<file path="config.mk">
export PLATFORM = sky130hd
export DESIGN_NAME = lifo_down_stack
export DESIGN_NICKNAME = d
export VERILOG_FILES = /design/src/rtl/lifo_pkg.sv /design/src/rtl/lifo_rst_sync.sv /design/src/rtl/lifo_ctrl.sv /design/src/rtl/lifo_store.sv /design/src/rtl/lifo_down_stack.sv
export SDC_FILE = /design/constraint.sdc
export NUM_CORES = 1
export LEC_CHECK = 0
export ABC_AREA = 1
export ABC_CLOCK_PERIOD_IN_PS = 1700
export BUFFER_PORTS_ARGS = -buffer_cell sky130_fd_sc_hd__buf_2
export CORE_MARGIN = 5
export CORE_UTILIZATION = 55
export DETAILED_ROUTE_END_ITERATION = 8
export PLACE_DENSITY = 0.72
export SLEW_MARGIN = 20
export SYNTH_ARGS = -nofsm -noshare
export SYNTH_HDL_FRONTEND = slang
export SYNTH_HIERARCHICAL = 1
export SYNTH_SLANG_ARGS = --single-unit
</file>
<file path="constraint.sdc">
create_clock -name clk -period 1.7 [get_ports clk]
set_input_delay 0.255 -clock clk [delete_from_list [all_inputs] [get_ports clk]]
set_output_delay 0.255 -clock clk [all_outputs]
set_load 0.02 [all_outputs]
</file>
<file path="src/rtl/lifo_pkg.sv">
package lifo_pkg;
  typedef enum logic [1:0] {
    OP_IDLE = 2'd0,
    OP_PUSH = 2'd1,
    OP_POP  = 2'd2,
    OP_REJ  = 2'd3
  } stk_op_e;
endpackage

</file>
<file path="src/rtl/lifo_rst_sync.sv">
module lifo_rst_sync (
  input  logic clk,
  input  logic rst_n,
  output logic rst_sync_n
);
  logic [1:0] sync_q;

  always_ff @(posedge clk or negedge rst_n) begin
    if (!rst_n) sync_q <= 2'b00;
    else        sync_q <= {sync_q[0], 1'b1};
  end

  assign rst_sync_n = sync_q[1];
endmodule

</file>
<file path="src/rtl/lifo_ctrl.sv">
module lifo_ctrl
  import lifo_pkg::*;
#(
  parameter int DEPTH = 8,
  localparam int PW = $clog2(DEPTH + 1),
  localparam int AW = (DEPTH > 1) ? $clog2(DEPTH) : 1
) (
  input  logic          clk,
  input  logic          rst_n,
  input  logic          push_i,
  input  logic          pop_i,
  output logic          wr_en_o,
  output logic [AW-1:0] wr_addr_o,
  output logic          rd_en_o,
  output logic [AW-1:0] rd_addr_o,
  output logic [PW-1:0] sp_o,
  output logic          full_o,
  output logic          empty_o,
  output logic          err_o
);
  localparam logic [PW-1:0] SP_MAX = PW'(DEPTH);
  localparam logic [PW-1:0] SP_ONE = PW'(1);

  logic [PW-1:0] sp_q, sp_d;
  logic          full_q, full_d;
  logic          empty_q, empty_d;
  logic          err_q, err_d;
  logic [PW-1:0] sp_dec;
  stk_op_e       op;

  assign sp_dec = sp_q - SP_ONE;

  // operation select: pop wins over push
  always_comb begin
    if (pop_i)       op = empty_q ? OP_REJ : OP_POP;
    else if (push_i) op = full_q  ? OP_REJ : OP_PUSH;
    else             op = OP_IDLE;
  end

  always_comb begin
    sp_d    = sp_q;
    full_d  = full_q;
    empty_d = empty_q;
    err_d   = 1'b0;
    unique case (op)
      OP_PUSH: begin
        sp_d    = sp_dec;
        empty_d = 1'b0;
        full_d  = (sp_dec == '0);
      end
      OP_POP: begin
        sp_d    = sp_q + SP_ONE;
        full_d  = 1'b0;
        empty_d = ((sp_q + SP_ONE) == SP_MAX);
      end
      OP_REJ:  err_d = 1'b1;
      default: ;
    endcase
  end

  always_ff @(posedge clk or negedge rst_n) begin
    if (!rst_n) begin
      sp_q    <= SP_MAX;
      full_q  <= 1'b0;
      empty_q <= 1'b1;
      err_q   <= 1'b0;
    end else begin
      sp_q    <= sp_d;
      full_q  <= full_d;
      empty_q <= empty_d;
      err_q   <= err_d;
    end
  end

  assign wr_en_o   = (op == OP_PUSH);
  assign wr_addr_o = AW'(sp_dec);
  assign rd_en_o   = (op == OP_POP);
  assign rd_addr_o = AW'(sp_q);
  assign sp_o      = sp_q;
  assign full_o    = full_q;
  assign empty_o   = empty_q;
  assign err_o     = err_q;
endmodule

</file>
<file path="src/rtl/lifo_store.sv">
module lifo_store #(
  parameter int DEPTH = 8,
  parameter int WIDTH = 16,
  localparam int AW = (DEPTH > 1) ? $clog2(DEPTH) : 1
) (
  input  logic             clk,
  input  logic             rst_n,
  input  logic             wr_en_i,
  input  logic [AW-1:0]    wr_addr_i,
  input  logic [WIDTH-1:0] wr_data_i,
  input  logic             rd_en_i,
  input  logic [AW-1:0]    rd_addr_i,
  output logic [WIDTH-1:0] rd_data_o
);
  logic [WIDTH-1:0] slot_q [DEPTH];
  logic [WIDTH-1:0] dout_q, dout_d;

  // array has no reset: contents are undefined until written
  for (genvar g = 0; g < DEPTH; g++) begin : g_slot
    always_ff @(posedge clk) begin
      if (wr_en_i && (wr_addr_i == AW'(g))) slot_q[g] <= wr_data_i;
    end
  end

  always_comb begin
    dout_d = dout_q;
    if (rd_en_i) dout_d = slot_q[rd_addr_i];
  end

  always_ff @(posedge clk or negedge rst_n) begin
    if (!rst_n) dout_q <= '0;
    else        dout_q <= dout_d;
  end

  assign rd_data_o = dout_q;
endmodule

</file>
<file path="src/rtl/lifo_down_stack.sv">
module lifo_down_stack #(
  parameter int DEPTH = 8,
  parameter int WIDTH = 16,
  localparam int PW = $clog2(DEPTH + 1),
  localparam int AW = (DEPTH > 1) ? $clog2(DEPTH) : 1
) (
  input  logic             clk,
  input  logic             rst_n,
  input  logic             push_i,
  input  logic             pop_i,
  input  logic [WIDTH-1:0] din_i,
  output logic [WIDTH-1:0] dout_o,
  output logic [PW-1:0]    sp_o,
  output logic             full_o,
  output logic             empty_o,
  output logic             err_o
);
  logic          rst_sync_n;
  logic          wr_en, rd_en;
  logic [AW-1:0] wr_addr, rd_addr;

  lifo_rst_sync u_rst (
    .clk        (clk),
    .rst_n      (rst_n),
    .rst_sync_n (rst_sync_n)
  );

  lifo_ctrl #(.DEPTH(DEPTH)) u_ctrl (
    .clk       (clk),
    .rst_n     (rst_sync_n),
    .push_i    (push_i),
    .pop_i     (pop_i),
    .wr_en_o   (wr_en),
    .wr_addr_o (wr_addr),
    .rd_en_o   (rd_en),
    .rd_addr_o (rd_addr),
    .sp_o      (sp_o),
    .full_o    (full_o),
    .empty_o   (empty_o),
    .err_o     (err_o)
  );

  lifo_store #(.DEPTH(DEPTH), .WIDTH(WIDTH)) u_store (
    .clk       (clk),
    .rst_n     (rst_sync_n),
    .wr_en_i   (wr_en),
    .wr_addr_i (wr_addr),
    .wr_data_i (din_i),
    .rd_en_i   (rd_en),
    .rd_addr_i (rd_addr),
    .rd_data_o (dout_o)
  );
endmodule

</file>
==> out/results.md <==
• footprint of the multi-input gates: 1650 um^2
• maximum clock skew at final layout: 0.00604 ns
• initial antenna violation count: 0
• critical path startpoint category: flip-flop
• post-synthesis cell area: 6660 um^2
• instance count of the mapped netlist: 644
• number of antenna repair diodes: 0
• number of port buffers: 42
• number of nets still failing antenna checks after routing: 0
• count of cells along the worst hold path: 1
• Final Instance Count excl. Fillers: 867
• via count of the first global-routing pass: 4580
• die height: 120 um
• failing checks: negative setup slack
• number of buffers created by CTS: 17
• global-route wire length before repair: 23700 um
• max-cap viol count: 0
• required time of the critical path: 1.83 ns
• power density over the cells: 1710 nW/um^2
• mean cell area of the mapped netlist: 10.3 um^2
• fraction of the yosys area taken by sequential cells: 67.1%
• layout overhead on the synthesized area: 19.3%
• post-layout util: 66.4%
• Final Hold Vio Count: 0
• leakage dissipation: 3.59 nW
• deepest level of the CTS H-tree: 4
• number of iterations in the first detailed-routing pass: 5
• final setup slack of the worst path: -0.00512 ns
• clock edge transition at the registers on the reported setup and hold paths: 0.07 ns
• Max Fclk: 586 MHz
• DIE AREA: 14400 um^2
• type of the setup path with the least slack: reg2reg
• detailed-route vias per instance: 5.30
• final max-slew violation count: 0
• arrival time of data at the critical path endpoint: 1.84 ns
• setup repair after global routing missed its margin: true
• result of the run: finished with violations
• Clock Latency Late Sink: 0.43 ns
• maximum number of pins on one net before global-route repair: 43
• top post-synthesis cells by area: sky130_fd_sc_hd__edfxtp_1, sky130_fd_sc_hd__nand2_1, sky130_fd_sc_hd__dfrtp_1
• area of the core: 12000 um^2
• DPL Wire Length: 9290 um
• Cells after DPL: 834
• Overall Global Routing Usage: 21.9%
• starting density of the core: 55.7%
• post-DR wirelength/cell: 17.1 um
• number of storage elements in the synthesis netlist: 153
• # setup viols final: 11
• Core Rows: 40
• area fraction of the dominant cell type after synthesis: 57.7%
• number of top-level pins: 43
• remaining global-route overflow: 0
• post-route minimum period: 1.71 ns
• VDD IR-drop max: 1.32 mV
• clock tree from TritonCTS: yes
• syn nets: 671
• cell depth of the worst flop-to-flop path: 6
• Yosys cell types: 23
• count of yosys warnings during synthesis: 6
• Iter 0 DRT Violations: 426
• Post-layout nets: 734
• worst-case clock buffer depth: 2
• footprint of the flip-flops and latches: 4470 um^2
• largest area contributor in the synthesized netlist: sky130_fd_sc_hd__edfxtp_1
• post-CTS setup buffers: 0
• clock sink total: 153
• DRC violation count after routing: 0
• die span in x: 120 um
• via count: 4595
• period utilisation layout: 100%
• HP Class: in2reg
• Fill cells: 878
• peak fanout along the critical path: 16
• proportion of layout cells with a drive suffix above 1: 18.5%
• Total Wirelength: 14900 um
• endpoint class of the critical path: flip-flop
• routability cong.: 0.846
• clk root buf: sky130_fd_sc_hd__clkbuf_16
==> registers in the layout, indices dropped and copies added (netlist names) <==
| register | flops |
|---|---|
| u_ctrl/empty_o | 1 |
| u_ctrl/err_o | 1 |
| u_ctrl/sp_o | 4 |
| u_store/rd_data_o | 16 |
| u_ctrl/full_o | 1 |
| u_rst/sync_q | 2 |
| u_store/slot_q | 128 |
==> layer usage <==
layer	vias to the layer above	track usage, %	routed length (um)	share of wire [%]
li1	2179	-	-	-
met1	2179	28.4	6000	40
met2	198	35.4	7270	49
met3	39	4.57	1170	7.8
met4	0	10.0	432	2.9
met5	-	0	0	0
==> stage by stage <==
step	setup TNS (ns)	hold WS, ns	setup slack, ns	total power [mW]	instance area, um^2
after floorplan	-11.60	-0.0406	-0.0907	8.23	6750
after global placement	0	0.0397	0.0239	9.48	7250
after detailed placement	-0.0150	0.0407	-0.0122	9.57	7250
after CTS	0	0.109	0.00152	13.6	7900
after global routing	-3.77	0.128	-0.0487	14.3	7950
final	-0.0407	0.122	-0.00512	13.6	7950
==> final timing paths <==
kind | start | endpoint | slack [ns]
max | u_ctrl/empty_o | u_store/slot_q[2][8] | -0.005
min | din_i[3] | u_store/slot_q[1][3] | 0.12
max reg2reg | u_ctrl/empty_o | u_store/slot_q[2][8] | -0.005
min reg2reg | u_rst/sync_q[1] | u_ctrl/err_o | 0.26
max in group asynchronous | u_rst/sync_q[1] | u_ctrl/sp_o[3] | 1.13
min in group asynchronous | rst_n | u_rst/sync_q[1] | 0.14
==> timing repair <==
| action | 4_1_cts | 5_1_grt |
|---|---|---|
| pin swaps | 1 | 0 |
| gates resized for setup | 6 | 10 |
| hold buffers | 1 | 0 |
| endpoints found under the setup margin | 78 | 132 |
| endpoints found under the hold margin | 2 | 0 |
==> critical path: stages, from the launching register on <==
cell,delay [ns]
sky130_fd_sc_hd__dfstp_2,0.54
sky130_fd_sc_hd__nor2_1,0.04
sky130_fd_sc_hd__nor2_1,0.14
sky130_fd_sc_hd__ha_2,0.27
sky130_fd_sc_hd__nand2_4,0.12
sky130_fd_sc_hd__nor2_4,0.13
sky130_fd_sc_hd__buf_12,0.17
==> layout make-up <==
| class | count | area share (%) |
|---|---|---|
| clock inverter | 15 | 2.28 |
| inverter | 113 | 5.35 |
| sequential | 153 | 56.3 |
| multi-input combinational | 347 | 20.8 |
| timing repair buffer | 75 | 7.62 |
| clock buffer | 17 | 5.35 |
| tap | 147 | 2.31 |
==> cell usage after synthesis <==
master                     count
sky130_fd_sc_hd__nor2_4        1
sky130_fd_sc_hd__clkinv_2      1
sky130_fd_sc_hd__xnor2_2       1
sky130_fd_sc_hd__o21ai_1       1
sky130_fd_sc_hd__nand3_2       1
sky130_fd_sc_hd__nand3_1     101
sky130_fd_sc_hd__nor2_1       13
sky130_fd_sc_hd__dfrtp_1      23
sky130_fd_sc_hd__inv_1       110
sky130_fd_sc_hd__nand4_1       2
sky130_fd_sc_hd__buf_4         8
sky130_fd_sc_hd__a31oi_1       1
sky130_fd_sc_hd__clkbuf_8      3
sky130_fd_sc_hd__edfxtp_1    128
sky130_fd_sc_hd__xnor2_1       2
sky130_fd_sc_hd__ha_1          7
sky130_fd_sc_hd__nand2_1     215
sky130_fd_sc_hd__a21oi_1       1
sky130_fd_sc_hd__buf_2        16
sky130_fd_sc_hd__conb_1        1
sky130_fd_sc_hd__buf_6         4
sky130_fd_sc_hd__dfstp_2       2
sky130_fd_sc_hd__inv_2         2
==> power by group <==
group,switching [mW],internal (mW),total (mW)
Clock,1.62,2.23,3.85
Combinational,3.23,1.62,4.85
Sequential,0.229,4.63,4.86
==> layout by cell type (no fill, tap or decap), types with 3 or more instances in the layout <==
master | netlist | layout
sky130_fd_sc_hd__buf_2 | 16 | 42
sky130_fd_sc_hd__edfxtp_1 | 128 | 128
sky130_fd_sc_hd__nor2_1 | 13 | 5
sky130_fd_sc_hd__buf_6 | 4 | 10
sky130_fd_sc_hd__inv_2 | 2 | 6
sky130_fd_sc_hd__clkinv_4 | 0 | 3
sky130_fd_sc_hd__inv_6 | 0 | 7
sky130_fd_sc_hd__buf_4 | 8 | 13
sky130_fd_sc_hd__ha_1 | 7 | 4
sky130_fd_sc_hd__nand2_1 | 215 | 213
sky130_fd_sc_hd__dfrtp_1 | 23 | 21
sky130_fd_sc_hd__buf_12 | 0 | 8
sky130_fd_sc_hd__nor2_4 | 1 | 9
sky130_fd_sc_hd__inv_1 | 110 | 106
sky130_fd_sc_hd__inv_8 | 0 | 3
sky130_fd_sc_hd__clkbuf_16 | 0 | 17
sky130_fd_sc_hd__nand3_1 | 101 | 101
==> logic make-up after synthesis <==
group | Yosys count | synth area share, %
and+or+nand+nor | 333 | 20.9
xor gates and xnor gates | 3 | 0.507
AOI/OAI and AO/OA | 3 | 0.244
adders and majority gates | 7 | 1.31
DFF | 153 | 67.1
other | 1 | 0.0563
buffers and inverters | 144 | 9.79
Power figures use the tool's default switching activity.
